### src/rtl/cal_pkg.sv
package cal_pkg;
   localparam int ADR_CTRL = 0;
   localparam int ADR_SEC  = 2;
   localparam int ADR_MIN  = 3;
   localparam int ADR_HOUR = 4;
   localparam int ADR_DAY  = 5;
   localparam int ADR_WDAY = 6;
   localparam int ADR_MON  = 7;
   localparam int ADR_YEAR = 8;
   localparam int STOP_BIT = 5;

   function automatic logic [7:0] bcd_inc(input logic [7:0] v);
      if (v[3:0] >= 4'd9) return {v[7:4] + 4'd1, 4'd0};
      else                return {v[7:4], v[3:0] + 4'd1};
   endfunction

   function automatic logic year_is_leap(input logic [7:0] y);
      logic [7:0] b;
      b = ({4'd0, y[7:4]} * 8'd10) + {4'd0, y[3:0]};
      return (b[1:0] == 2'b00);
   endfunction

   function automatic logic [7:0] last_day(input logic [4:0] mon, input logic [7:0] yr);
      case (mon)
         5'h02:                      return year_is_leap(yr) ? 8'h29 : 8'h28;
         5'h04, 5'h06, 5'h09, 5'h11: return 8'h30;
         default:                    return 8'h31;
      endcase
   endfunction
endpackage

### src/rtl/cal_prescaler.sv
module cal_prescaler #(
   parameter int SUBTICKS = 4
) (
   input  logic clk,
   input  logic rst_n,
   input  logic tick_en,
   input  logic restart,
   input  logic hold,
   output logic sec_adv
);
   if (SUBTICKS < 1) begin : g_bad_subticks
      $error("cal_prescaler: SUBTICKS must be at least 1");
   end

   if (SUBTICKS == 1) begin : g_direct
      assign sec_adv = tick_en & ~hold & ~restart;
   end else begin : g_count
      localparam int CW = $clog2(SUBTICKS);
      localparam logic [CW-1:0] LAST = CW'(SUBTICKS - 1);
      logic [CW-1:0] cnt_q;

      assign sec_adv = tick_en & ~hold & ~restart & (cnt_q == LAST);

      always_ff @(posedge clk or negedge rst_n) begin
         if (!rst_n)                cnt_q <= '0;
         else if (hold || restart)  cnt_q <= '0;
         else if (tick_en)          cnt_q <= (cnt_q == LAST) ? '0 : cnt_q + 1'b1;
      end
   end
endmodule

### src/rtl/cal_bcd_wrap.sv
module cal_bcd_wrap #(
   parameter int         W       = 8,
   parameter logic [7:0] MIN_VAL = 8'h00
) (
   input  logic [W-1:0] cur,
   input  logic [7:0]   limit,
   input  logic         step,
   output logic [W-1:0] nxt,
   output logic         carry
);
   import cal_pkg::*;

   if (W < 3 || W > 8) begin : g_bad_width
      $error("cal_bcd_wrap: W must lie in 3..8");
   end

   logic [7:0] cur8;
   logic [7:0] inc8;
   logic       wrap;

   always_comb begin
      cur8  = 8'(cur);
      inc8  = bcd_inc(cur8);
      wrap  = (cur8 >= limit);
      carry = step & wrap;
      if (!step)     nxt = cur;
      else if (wrap) nxt = MIN_VAL[W-1:0];
      else           nxt = inc8[W-1:0];
   end
endmodule

### src/rtl/bcd_calendar_clock.sv
module bcd_calendar_clock #(
   parameter int SUBTICKS = 4,
   parameter int ADDR_W   = 4
) (
   input  logic              clk,
   input  logic              rst_n,
   input  logic              tick_en,
   input  logic [ADDR_W-1:0] reg_addr,
   input  logic              reg_wr,
   input  logic [7:0]        reg_wdata,
   output logic [7:0]        reg_rdata,
   output logic              minute_tick,
   output logic [6:0]        out_min,
   output logic [5:0]        out_hour,
   output logic [5:0]        out_day,
   output logic [2:0]        out_wday
);
   import cal_pkg::*;

   if (ADDR_W < 4) begin : g_bad_addr
      $error("bcd_calendar_clock: ADDR_W must be at least 4");
   end

   logic [6:0] sec_q, min_q;
   logic [5:0] hour_q, day_q;
   logic [2:0] wday_q;
   logic [4:0] mon_q;
   logic [7:0] year_q;
   logic       vl_q, cent_q, stop_q, mtick_q;

   logic [6:0] sec_n, min_n;
   logic [5:0] hour_n, day_n;
   logic [2:0] wday_n;
   logic [4:0] mon_n;
   logic [7:0] year_n;
   logic       c_sec, c_min, c_hour, c_day, c_wday, c_mon, c_year;
   logic       time_wr, sec_adv;

   assign time_wr = reg_wr && (reg_addr >= ADDR_W'(ADR_SEC)) && (reg_addr <= ADDR_W'(ADR_YEAR));

   cal_prescaler #(.SUBTICKS(SUBTICKS)) u_presc (
      .clk(clk), .rst_n(rst_n), .tick_en(tick_en),
      .restart(time_wr), .hold(stop_q), .sec_adv(sec_adv)
   );

   cal_bcd_wrap #(.W(7), .MIN_VAL(8'h00)) u_sec (
      .cur(sec_q), .limit(8'h59), .step(sec_adv), .nxt(sec_n), .carry(c_sec));
   cal_bcd_wrap #(.W(7), .MIN_VAL(8'h00)) u_min (
      .cur(min_q), .limit(8'h59), .step(c_sec), .nxt(min_n), .carry(c_min));
   cal_bcd_wrap #(.W(6), .MIN_VAL(8'h00)) u_hour (
      .cur(hour_q), .limit(8'h23), .step(c_min), .nxt(hour_n), .carry(c_hour));
   cal_bcd_wrap #(.W(6), .MIN_VAL(8'h01)) u_day (
      .cur(day_q), .limit(last_day(mon_q, year_q)), .step(c_hour), .nxt(day_n), .carry(c_day));
   cal_bcd_wrap #(.W(3), .MIN_VAL(8'h00)) u_wday (
      .cur(wday_q), .limit(8'h06), .step(c_hour), .nxt(wday_n), .carry(c_wday));
   cal_bcd_wrap #(.W(5), .MIN_VAL(8'h01)) u_mon (
      .cur(mon_q), .limit(8'h12), .step(c_day), .nxt(mon_n), .carry(c_mon));
   cal_bcd_wrap #(.W(8), .MIN_VAL(8'h00)) u_year (
      .cur(year_q), .limit(8'h99), .step(c_mon), .nxt(year_n), .carry(c_year));

   always_ff @(posedge clk or negedge rst_n) begin
      if (!rst_n) begin
         sec_q   <= '0;
         min_q   <= '0;
         hour_q  <= '0;
         day_q   <= 6'h01;
         wday_q  <= '0;
         mon_q   <= 5'h01;
         year_q  <= '0;
         vl_q    <= 1'b1;
         cent_q  <= 1'b0;
         stop_q  <= 1'b0;
         mtick_q <= 1'b0;
      end else begin
         sec_q   <= sec_n;
         min_q   <= min_n;
         hour_q  <= hour_n;
         day_q   <= day_n;
         wday_q  <= wday_n;
         mon_q   <= mon_n;
         year_q  <= year_n;
         mtick_q <= c_sec;
         if (c_year) cent_q <= ~cent_q;
         if (reg_wr) begin
            case (int'(reg_addr))
               ADR_CTRL: stop_q <= reg_wdata[STOP_BIT];
               ADR_SEC: begin
                  sec_q <= reg_wdata[6:0];
                  vl_q  <= 1'b0;
               end
               ADR_MIN:  min_q  <= reg_wdata[6:0];
               ADR_HOUR: hour_q <= reg_wdata[5:0];
               ADR_DAY:  day_q  <= reg_wdata[5:0];
               ADR_WDAY: wday_q <= reg_wdata[2:0];
               ADR_MON: begin
                  mon_q  <= reg_wdata[4:0];
                  cent_q <= reg_wdata[7];
               end
               ADR_YEAR: year_q <= reg_wdata;
               default: ;
            endcase
         end
      end
   end

   always_comb begin
      case (int'(reg_addr))
         ADR_CTRL: reg_rdata = {2'b00, stop_q, 5'b00000};
         ADR_SEC:  reg_rdata = {vl_q, sec_q};
         ADR_MIN:  reg_rdata = {1'b0, min_q};
         ADR_HOUR: reg_rdata = {2'b00, hour_q};
         ADR_DAY:  reg_rdata = {2'b00, day_q};
         ADR_WDAY: reg_rdata = {5'b00000, wday_q};
         ADR_MON:  reg_rdata = {cent_q, 2'b00, mon_q};
         ADR_YEAR: reg_rdata = year_q;
         default:  reg_rdata = 8'h00;
      endcase
   end

   assign minute_tick = mtick_q;
   assign out_min     = min_q;
   assign out_hour    = hour_q;
   assign out_day     = day_q;
   assign out_wday    = wday_q;
endmodule

### config.mk
export PLATFORM = sky130hd
export DESIGN_NAME = bcd_calendar_clock
export DESIGN_NICKNAME = d
export VERILOG_FILES = /design/src/rtl/cal_pkg.sv /design/src/rtl/cal_prescaler.sv /design/src/rtl/cal_bcd_wrap.sv /design/src/rtl/bcd_calendar_clock.sv
export SDC_FILE = /design/constraint.sdc
export NUM_CORES = 1
export LEC_CHECK = 0
export BUFFER_PORTS_ARGS = -buffer_cell sky130_fd_sc_hd__buf_4
export CORE_UTILIZATION = 25
export DETAILED_ROUTE_END_ITERATION = 8
export HOLD_SLACK_MARGIN = 0.06
export PLACE_DENSITY_LB_ADDON = 0.08
export SLEW_MARGIN = 20
export SYNTH_ARGS = -nofsm -noshare
export SYNTH_HDL_FRONTEND = slang
export SYNTH_SLANG_ARGS = --single-unit
### constraint.sdc
create_clock -name clk -period 4.1 [get_ports clk]
set_input_delay 1.025 -clock clk [delete_from_list [all_inputs] [get_ports clk]]
set_output_delay 1.025 -clock clk [all_outputs]
set_load 0.01 [all_outputs]
* Yosys cells after proc, flatten, opt, wreduce, memory -nomap -nowiden *
Index checks and enable logic that the tools add are counted.

cells by class
  add/subtract/negate cells = 15
  $mul = 1
  $lt $le $gt $ge = 16
  equal/unequal tests = 13
  multiplexer cells = 44
  bitwise gates (word level) = 12
  reduce and logical (&&, ||, !) cells = 9

operator list
  kind                                                                    number
  7-bit two-way mux                                                       10
  8-bit one-hot mux with 8 select lines                                   1
  6-bit two-way mux                                                       10
  8-bit two-way mux                                                       5
  4-bit by 1-bit adder with 4-bit output (second input constant)          7
  5-bit two-way mux                                                       5
  4-bit >= comparator (second input constant)                             6
  4-bit by 3-bit equality test with 1-bit output (second input constant)  4
  3-bit two-way mux                                                       5
  7-bit >= comparator (second input constant)                             2
  5-bit by 3-bit equality test with 1-bit output (second input constant)  2
  5-bit one-hot mux with 2 select lines                                   1
  3-bit by 1-bit adder with 3-bit output (second input constant)          3
  1-bit bitwise AND                                                       9
  4-bit by 2-bit equality test with 1-bit output (second input constant)  2
  8-bit >= comparator (second input constant)                             1
  2-bit by 1-bit adder with 2-bit output (second input constant)          3
  6-bit >= comparator                                                     1
  6-bit >= comparator (second input constant)                             1
  2-bit two-way mux                                                       3
  5-bit by 2-bit equality test with 1-bit output (second input constant)  1
  5-bit by 4-bit equality test with 1-bit output (second input constant)  1
  5-bit equality test (second input constant)                             1
  5-bit >= comparator (second input constant)                             1
  other kinds (18)                                                        25

storage, ports and cells
  bits in registers = 48
  input bits = 16
  output and inout bits = 31

* Depth between registers and ports, before layout *
Gate-level depths: netlist (run 1).

  depth in word-level cells = 15
  mapped depth = 14

* By module *
A second synthesis (run 1) with hierarchy kept.

second synthesis, totals
  cells, all modules = 558
  area total of the unflattened synthesis = 4989.8 sq um

modules (own cells, without submodules)
  module                     instances  cells an instance  area an instance (sq um)
  bcd_calendar_clock         1          187                2272.2
  cal_bcd_wrap at u_min ...  2          60                 432.9
  cal_bcd_wrap at u_year     1          65                 510.5
  cal_bcd_wrap at u_day      1          59                 389.1
  cal_bcd_wrap at u_mon      1          45                 350.3
  cal_bcd_wrap at u_hour     1          50                 335.3
  cal_bcd_wrap at u_wday     1          22                 152.6
  cal_prescaler              1          10                 113.9

* Worst setup path before layout (run 1) *
OpenSTA, ideal clock, no wires.

  kind = input-to-output
  start = input reg_addr[2]
  end = output reg_rdata[0]
  arrival = 2.184 ns
  required time = 3.075 ns
  setup slack = 0.891 ns
  stages = 5
  buffers on the path = 1
  cell sequence = buf_2 -> inv_1 -> nor4_1 -> a221oi_1 -> o21ai_0

between the ends
  word-level cells in the longest chain between the ends = 2
  elaborated cells between the ends (all ways) = 9
  those cells by class = eq/ne: 7; mux: 1; reduce/logical: 1

ends and longest elaborated chain
  element                                      RTL line                   source
  start: declaration                           bcd_calendar_clock.sv:8    input logic [ADDR_W-1:0] reg_addr,
  4-bit equality test (tied with other cells)  bcd_calendar_clock.sv:107  case (int'(reg_addr))
  8-bit one-hot mux with 8 select lines *      bcd_calendar_clock.sv:107
  end: declaration                             bcd_calendar_clock.sv:11   output logic [7:0] reg_rdata,

Every way passes the cells marked *; elsewhere a longest branch is shown, timed or not.

* Final worst setup path (run 1) *
  start = input reg_addr[2]
  end = output reg_rdata[5]

Same word-level chain as after synthesis.

==> flow_metrics.env, run 1 <==
export IMPL_outcome="complete, no violations"
export IMPL_grt_pass1_wl_um=21000
export IMPL_start_kind="primary input"
export IMPL_end_kind="primary output"
export IMPL_crit_fanout=13
export IMPL_first_global_vias=3435
export IMPL_period_share_pct=85.9
export IMPL_min_delay_start="vl_q"
export IMPL_cts_root_buf="clkbuf_16"
export IMPL_holdPathEnd="vl_q"
export IMPL_fin_util_pct=30.8
export IMPL_rr_worst_depth=14
export IMPL_clock_sinks=48
export IMPL_slew_headroom_pct=47.2
export IMPL_synth_edf_count=0
export IMPL_post_layout_nonfiller_instances=674
export IMPL_synth_common_cells="nor2_1 (49), dfrtp_1 (45), nand2_1 (40), ha_1 (33), inv_1 (30)"
export IMPL_synth_top_cell_by_area="dfrtp_1"
export IMPL_core_area_sq_mm=0.0148
export IMPL_num_rows=44
export IMPL_min_path_type="register to register"
export IMPL_grt_setup_unrepaired="no"
export IMPL_cp_arrival_ns=2.50
export IMPL_cts_tree="built"
export IMPL_synth_seq_cells=48
export IMPL_p_per_area_mw_per_mm2=488
export IMPL_nets=539
export IMPL_drc=0
export IMPL_drv_cap=0
export IMPL_place_area_sq_mm=0.00439
export IMPL_num_antenna_cells=0
export IMPL_path_class="primary input to primary output"
export IMPL_max_freq_mhz=284
export IMPL_initial_core_util_pct=26.1
export IMPL_io_buffer_count=46
export IMPL_setup_tns_ns=0
export IMPL_yosysTopAreaCellShare_pct=29.3
export IMPL_p_leak_nw=1.96
export IMPL_yosysSeqAreaShare_pct=31.3
export IMPL_drt_vias_per_instance=5.33
export IMPL_period_needed_ns=3.52
export IMPL_ir_drop_v=0.000176
export IMPL_fp_dieW_um=126
export IMPL_worstReg2RegStart="mon_q[0]"
export IMPL_synth_cells=447
export IMPL_hpwlAfterDp_um=10200
export IMPL_slew_viol_final=0
export IMPL_htree_levels=2
export IMPL_post_place_cells=667
export IMPL_drtPass1Iterations=5
export IMPL_async_flop_share_pct=100
export IMPL_top_level_ports=47
export IMPL_synth_ff_type="dfrtp_1"
export IMPL_netlist_area_sq_mm=0.00385
export IMPL_grt_overflow_total=0
export IMPL_synth_nets=496
export IMPL_totalWireLength_um=13700
export IMPL_synth_most_common_cell="nor2_1"
export IMPL_syn2layout_area_growth_pct=18.1
export IMPL_die_area_sq_mm=0.0159
export IMPL_synth_area_leaders="dfrtp_1 (29%), ha_1 (11%), nor2_1 (4.8%)"
export IMPL_dieHeight_um=126
export IMPL_synthDistinctLibCells=70
export IMPL_fin_skew_ns=0.00933
export IMPL_hold_depth=1
export IMPL_ff2ff_setup_slack_ns=0.67
export IMPL_detail_route_antenna_nets=0
export IMPL_rr_endpoint="out_day[1]"
export IMPL_final_cell_area_sq_mm=0.00455
export IMPL_cts_max_path_buffers=2
export IMPL_antenna_found_initial=0
export IMPL_globalRouteTotalUtil_pct=17.7
export IMPL_worst_pin_slew_ns=0.783
export IMPL_drtIter0Drc=248
export IMPL_vias=3591
export IMPL_ctsResizeCount=0
export IMPL_synth_warnings=0
export IMPL_grt_max_degree=49
export IMPL_insertion_delay_ns=0.30
export IMPL_fill_cells=1550
export IMPL_synth_avg_cell_area_sq_um=8.61
export IMPL_crit_required_ns=3.07
export IMPL_holdBufCountCts=0
export IMPL_clk_pin_slew_ns=0.07
export IMPL_hold_viol=0
export IMPL_place_congestion=0.818
export IMPL_wl_per_cell_um=20.3
export IMPL_cts_made_buffers=5
export IMPL_setup_viol=0
export IMPL_drive_above_1_share_pct=16.5
export IMPL_postCtsSetupRepairBufs=0
worst max-delay path, stage by stage:
cell and delay (ns):
buf_4 0.19, inv_1 0.12, nor2_1 0.35, a22oi_1 0.15, a21oi_1 0.15, a41oi_1 0.06, o22ai_1 0.27, buf_4 0.18
cell usage in the layout, fill, tap and decap left out, types with 13 or more instances in the layout:
master / Yosys / routed
buf_4: 1 / 52
a21oi_1: 20 / 20
mux2i_1: 13 / 13
o21ai_0: 20 / 20
nand3_1: 14 / 14
ha_1: 33 / 33
nor2_1: 49 / 49
inv_1: 30 / 30
nand2_1: 40 / 40
dfrtp_1: 45 / 45
registers in the layout, indices dropped and copies added (netlist names):
name	cells
mon_q	5
u_presc.g_count.cnt_q	2
out_min	7
minute_tick	1
out_wday	3
cent_q	1
sec_q	7
out_hour	6
stop_q	1
out_day	6
year_q	8
vl_q	1
cell type report:
class / instances / area (sq um) / share of cell area, %
clock inverters: 1 / 30.0 / 0.660
well taps: 184 / 230 / 5.06
repair buffers: 52 / 390 / 8.59
flip-flops and latches: 48 / 1200 / 26.5
inverters: 31 / 116 / 2.56
clock buffers: 6 / 129 / 2.83
multi-input cells: 352 / 2450 / 53.8
kinds of logic after synthesis:
logic type      Yosys count  share of synthesized area [%]
simple gates            161                           21.4
compound gates          130                           24.2
flops                    48                           31.3
buf+inv                  47                           5.14
fa+ha+maj                33                           10.7
mux                      20                           5.43
xor+xnor                  8                           1.82
stage by stage:
| stage | total power [mW] | hold slack [ns] | setup slack [ns] |
|---|---|---|---|
| finish | 2.22 | 0.487 | 0.579 |
| global route | 2.39 | 0.498 | 0.430 |
| CTS | 2.24 | 0.489 | 0.619 |
| detailed placement | 1.75 | 0.478 | 0.584 |
| global placement | 1.75 | 0.478 | 0.629 |
| floorplan | 1.36 | 0.466 | 0.891 |
layer usage:
| layer | routed length (um) | GRT usage [%] | vias to the layer above | part of all wire [%] |
|---|---|---|---|---|
| met4 | 129 | 4.32 | 0 | 0.94 |
| met1 | 6870 | 25.2 | 1778 | 50 |
| met3 | 513 | 2.55 | 8 | 3.7 |
| met2 | 6190 | 28.1 | 78 | 45 |
| li1 | - | - | 1727 | - |
| met5 | 0 | 0 | - | 0 |
power breakdown:
part | switching, mW | internal (mW) | total, mW
clock | 0.192 | 0.285 | 0.478
sequential | 0.260 | 0.603 | 0.864
combinational | 0.473 | 0.405 | 0.878
total | 0.926 | 1.29 | 2.22
worst max path at each step:
| stage | start | end | slack [ns] |
|---|---|---|---|
| finish | reg_addr[2] | reg_rdata[5] | 0.58 |
| global route | mon_q[0] | out_day[1] | 0.43 |
| CTS | reg_addr[0] | reg_rdata[2] | 0.62 |
| detailed placement | reg_addr[2] | mon_q[2] | 0.58 |
| global placement | reg_addr[0] | reg_rdata[2] | 0.63 |
| floorplan | reg_addr[2] | reg_rdata[0] | 0.89 |
Note: power is estimated with default switching activity, not from simulation.
==> inputs of run 2 (changes only) <==
--- a/config.mk
+++ b/config.mk
@@ -6,7 +6,9 @@
 export NUM_CORES = 1
 export LEC_CHECK = 0
 export BUFFER_PORTS_ARGS = -buffer_cell sky130_fd_sc_hd__buf_4
+export CORE_ASPECT_RATIO = 1.75
 export CORE_UTILIZATION = 25
+export CTS_BUF_LIST = sky130_fd_sc_hd__clkbuf_4
 export DETAILED_ROUTE_END_ITERATION = 8
 export HOLD_SLACK_MARGIN = 0.06
 export PLACE_DENSITY_LB_ADDON = 0.08
==> flow_metrics.env, run 2 (same netlist as run 1, synthesis figures left out) <==
export IMPL_drive_above_1_share_pct=16.5
export IMPL_cp_common_cell="buf_4"
export IMPL_vias=3611
export IMPL_worstReg2RegStart="mon_q[1]"
export IMPL_worst_pin_slew_ns=0.844
export IMPL_fp_dieW_um=95.8
export IMPL_hpwlAfterDp_um=10900
export IMPL_totalWireLength_um=14300
export IMPL_post_layout_nonfiller_instances=674
export IMPL_crit_required_ns=3.07
export IMPL_slew_headroom_pct=43.3
export IMPL_grt_max_degree=49
export IMPL_antenna_found_initial=1
export IMPL_grtUsageMet1_pct=21.9
export IMPL_cts_max_path_buffers=2
export IMPL_min_delay_start="vl_q"
export IMPL_crit_fanout=13
export IMPL_drtPass1Iterations=6
export IMPL_grt_pass1_wl_um=22100
export IMPL_ctsResizeCount=0
export IMPL_p_leak_nw=1.90
export IMPL_insertion_delay_ns=0.40
export IMPL_startpoint="reg_addr[2]"
export IMPL_io_buffer_count=46
export IMPL_dieHeight_um=166
export IMPL_syn2layout_area_growth_pct=15.3
export IMPL_outcome="complete, no violations"
export IMPL_drt_vias_per_instance=5.36
export IMPL_wl_per_cell_um=21.2
export IMPL_p_per_area_mw_per_mm2=452
export IMPL_num_rows=59
export IMPL_cp_arrival_ns=2.51
export IMPL_path_class="primary input to primary output"
export IMPL_largest_register_ffs=8
export IMPL_cts_made_buffers=5
export IMPL_max_freq_mhz=283
export IMPL_clk_pin_slew_ns=0.17
export IMPL_initial_core_util_pct=25.7
export IMPL_top_level_ports=47
export IMPL_detail_route_antenna_nets=0
export IMPL_regMostFlops="year_q"
export IMPL_cts_tree="built"
export IMPL_grt_use_met2_pct=34.6
export IMPL_nets=538
export IMPL_postCtsSetupRepairBufs=0
export IMPL_most_common_layout_cells="buf_4 (51), nor2_1 (49), dfrtp_1 (45)"
export IMPL_globalRouteTotalUtil_pct=18.9
export IMPL_htree_levels=2
export IMPL_ir_drop_v=0.000187
export IMPL_die_area_sq_mm=0.0159
export IMPL_core_area_sq_mm=0.0150
export IMPL_cts_root_buf="clkbuf_4"
export IMPL_first_global_vias=3715
export IMPL_grt_overflow_total=0
export IMPL_holdBufCountCts=0
export IMPL_setup_viol=0
export IMPL_grt_setup_unrepaired="no"
export IMPL_period_needed_ns=3.53
export IMPL_end_kind="primary output"
export IMPL_path_buf_inv=3
export IMPL_grt_busiest_layer="met2"
export IMPL_min_path_type="register to register"
export IMPL_final_common_cell="buf_4"
export IMPL_crit_family="compound AO/OA/AOI/OAI gates"
export IMPL_drtIter0Drc=179
export IMPL_start_kind="primary input"
export IMPL_post_place_cells=665
export IMPL_drc=0
export IMPL_crit_chain="buf_4, inv_1, nor2_1, a22oi_1, a21oi_1, a41oi_1, o22ai_1, buf_4"
export IMPL_period_share_pct=86.2
export IMPL_hold_viol=0
export IMPL_clock_sinks=48
export IMPL_cpPeakStageDelay_ns=0.38
export IMPL_fin_skew_ns=0.0170
export IMPL_cp_slowest_cell="nor2_1"
export IMPL_place_congestion=0.829
export IMPL_use_met3_pct=2.11
export IMPL_drv_cap=0
export IMPL_slew_viol_final=0
export IMPL_setup_tns_ns=0
[run 2: final cells by class]
cell class	instances	area, sq um
fillers	1654	10500
multi-input cells	352	2450
flip-flops and latches	48	1200
repair buffers	51	383
well taps	183	229
inverters	31	116
clock buffers	6	45.0
clock inverters	2	11.3
diodes	1	2.50
[run 2: layer usage]
metal  vias to the layer above  share of wire (%)  routed length [um]
li1                       1716                  -                   -
met1                      1776                 40                5660
met2                        99                 54                7780
met3                        20                3.2                 464
met4                         0                2.9                 415
met5                         -                  0                   0
[run 2: worst paths after layout]
path	endpoint	slack, ns	cells after the start
min in group asynchronous	u_presc.g_count.cnt_q[0]	0.64	1
hold reg to reg	vl_q	0.51	1
setup reg to reg	year_q[2]	0.66	12
hold / removal	vl_q	0.51	1
max in group asynchronous	out_hour[2]	2.98	1
setup / recovery	reg_rdata[5]	0.57	8
[run 2: worst reg2reg max path, stage by stage, from the launching register on]
cell and delay (ns):
dfrtp_1 0.53, ha_1 0.26, nor4b_1 0.48, o21ai_0 0.18
o21ai_0 0.11, a31oi_1 0.06, ha_1 0.29, nor4b_1 0.48
o22ai_1 0.24, nand2b_1 0.23, o32ai_1 0.12, a221oi_1 0.28
nor2_1 0.08
[run 2: report_power, final]
part | leakage [nW] | internal (mW) | switching (mW)
Combinational | 1.31 | 0.403 | 0.479
Sequential | 0.565 | 0.602 | 0.268
Clock | 0.0293 | 0.0723 | 0.182
Total | 1.90 | 1.08 | 0.929
[run 2: through the flow]
stage	setup slack [ns]	utilization [%]	total power, mW	hold slack, ns	instance area [sq um]
final	0.567	29.6	2.01	0.508	4440
after global routing	0.175	29.6	2.18	0.528	4440
after CTS	0.564	29.6	2.03	0.510	4440
after detailed placement	0.570	29.2	1.77	0.486	4380
after global placement	0.570	29.2	1.77	0.488	4380
after floorplan	0.891	-	1.36	0.466	3850
==> inputs of run 3 (changes only) <==
==> constraint.sdc (replaced) <==
create_clock -name clk -period 4.11 [get_ports clk]
set_input_delay 0.411 -clock clk [delete_from_list [all_inputs] [get_ports clk]]
set_output_delay 0.411 -clock clk [all_outputs]
set_load 0.01 [all_outputs]
==> flow_metrics.env, run 3 (same netlist as run 1, synthesis figures left out) <==
export IMPL_initial_core_util_pct=25.7
export IMPL_fin_ws_ns=0.682
export IMPL_hpwlAfterDp_um=11000
export IMPL_detail_route_antenna_nets=0
export IMPL_cp_endpoint="out_day[1]"
export IMPL_p_leak_nw=1.92
export IMPL_regMostFlops="year_q"
export IMPL_final_cell_area_sq_mm=0.00446
export IMPL_io_buffer_count=46
export IMPL_path_class="register to register"
export IMPL_num_rows=59
export IMPL_syn2layout_area_growth_pct=16.0
export IMPL_period_needed_ns=3.43
export IMPL_globalRouteTotalUtil_pct=19.1
export IMPL_place_ws_ns=0.733
export IMPL_crit_chain="ha_1, nor4b_1, o21ai_0, o21ai_0, a31oi_1, ha_1, nor4b_1, o22ai_1, nor2_1, nand2_1, mux2_2, a21oi_1"
export IMPL_grt_pass1_wl_um=22200
export IMPL_drv_cap=0
export IMPL_path_buf_inv=0
export IMPL_cp_arrival_ns=3.75
export IMPL_drtIter0Drc=169
export IMPL_ff2ff_setup_slack_ns=0.68
export IMPL_place_area_sq_mm=0.00437
export IMPL_rr_endpoint="out_day[1]"
export IMPL_start_kind="register"
export IMPL_fin_util_pct=29.8
export IMPL_crit_required_ns=4.43
export IMPL_slew_headroom_pct=31.5
export IMPL_htree_levels=2
export IMPL_largest_register_ffs=8
export IMPL_fin_skew_ns=0.0267
export IMPL_setup_viol=0
export IMPL_cts_max_path_buffers=2
export IMPL_totalWireLength_um=14300
export IMPL_grt_max_degree=49
export IMPL_drt_vias_per_instance=5.32
export IMPL_cts_made_buffers=5
export IMPL_grt_setup_unrepaired="no"
export IMPL_ir_drop_v=0.000227
export IMPL_outcome="complete, no violations"
export IMPL_core_area_sq_mm=0.0150
export IMPL_slew_viol_final=0
export IMPL_cpPeakStageDelay_ns=0.55
export IMPL_most_common_layout_cells="buf_4 (50), nor2_1 (49), dfrtp_1 (45)"
export IMPL_crit_family="simple AND/OR/NAND/NOR gates"
export IMPL_drc=0
export IMPL_end_kind="register"
export IMPL_setup_tns_ns=0
export IMPL_cp_slowest_cell="dfrtp_1"
export IMPL_die_area_sq_mm=0.0159
export IMPL_p_per_area_mw_per_mm2=464
export IMPL_drive_above_1_share_pct=16.3
export IMPL_final_common_cell="buf_4"
export IMPL_max_freq_mhz=292
export IMPL_clk_pin_slew_ns=0.18
export IMPL_dieHeight_um=166
export IMPL_clock_sinks=48
export IMPL_fp_dieW_um=95.8
export IMPL_antenna_found_initial=1
export IMPL_drtPass1Iterations=4
export IMPL_cts_root_buf="clkbuf_4"
export IMPL_wl_per_cell_um=21.3
export IMPL_min_delay_start="reg_wdata[7]"
export IMPL_place_congestion=0.834
export IMPL_cts_tree="built"
export IMPL_insertion_delay_ns=0.41
export IMPL_top_level_ports=47
export IMPL_worst_pin_slew_ns=1.02
export IMPL_nets=538
export IMPL_vias=3586
export IMPL_worstReg2RegStart="mon_q[1]"
export IMPL_hold_viol=0
export IMPL_grt_overflow_total=0
export IMPL_crit_fanout=8
export IMPL_period_share_pct=83.4
export IMPL_worst_path_stages=12
export IMPL_min_path_type="primary input to register"
export IMPL_startpoint="mon_q[1]"
export IMPL_first_global_vias=3734
export IMPL_fill_cells=1623
export IMPL_rr_worst_depth=12
run 3: changes by cell type in the layout (fill, tap and decap cells not counted), sizes merged:
| cell | before | now |
|---|---|---|
| bufinv | 0 | 1 |
| clkinvlp | 1 | 0 |
| clkbuf | 6 | 5 |
| buf | 51 | 50 |
| clkinv | 1 | 2 |
| dlygate4sd3 | 0 | 1 |
run 3: worst reg2reg max path, cell delays in order (launching register included):
cell,delay [ns]
dfrtp_1,0.55
ha_1,0.27
nor4b_1,0.43
o21ai_0,0.16
o21ai_0,0.10
a31oi_1,0.07
ha_1,0.30
nor4b_1,0.46
o22ai_1,0.25
nor2_1,0.28
nand2_1,0.08
mux2_2,0.26
a21oi_1,0.14
run 3: how the worst min path moves through the flow:
stage          slack (ns)         to  cells after the start
2_1_floorplan        0.12     cent_q                      0
3_3_place_gp         0.47       vl_q                      1
3_5_place_dp         0.48       vl_q                      1
4_1_cts              0.20  year_q[7]                      3
5_1_grt              0.21  year_q[7]                      3
6_report             0.21  year_q[7]                      3
run 3: per-layer routing:
metal	vias up	part of all wire [%]	global-route usage (%)
li1	1724	-	-
met1	1751	40	22.8
met2	86	53	33.2
met3	25	2.9	1.83
met4	0	4.4	9.28
met5	-	0	0
run 3: what timing repair did:
action                                 CTS  global route
hold buffers                             1             0
gates resized for setup                  0             0
endpoints found under the hold margin   30             0
setup buffers                            0             0
run 3: area by class of cell:
type / count / area (sq um) / area share (%)
Clock buffer: 5 / 37.5 / 0.841
Tap cell: 183 / 229 / 5.13
Antenna cell: 1 / 2.50 / 0.0561
Inverter: 31 / 116 / 2.61
Multi-Input combinational cell: 352 / 2450 / 54.8
Sequential cell: 48 / 1200 / 27.0
Clock inverter: 3 / 42.5 / 0.953
Timing Repair Buffer: 51 / 385 / 8.63
run 3: per-stage QoR:
step	cells	hold WS, ns	power (mW)
2_1_floorplan	447	0.115	1.36
3_3_place_gp	664	0.474	1.77
5_1_grt	674	0.207	2.24
6_report	674	0.214	2.07
4_1_cts	673	0.197	2.10
3_5_place_dp	664	0.478	1.77
run 3: where the power goes:
| group | switching, mW | leakage [nW] | internal (mW) | total (mW) |
|---|---|---|---|---|
| Clock | 0.187 | 0.0428 | 0.127 | 0.315 |
| Sequential | 0.268 | 0.565 | 0.600 | 0.868 |
| Combinational | 0.486 | 1.31 | 0.405 | 0.891 |
| Total | 0.941 | 1.92 | 1.13 | 2.07 |
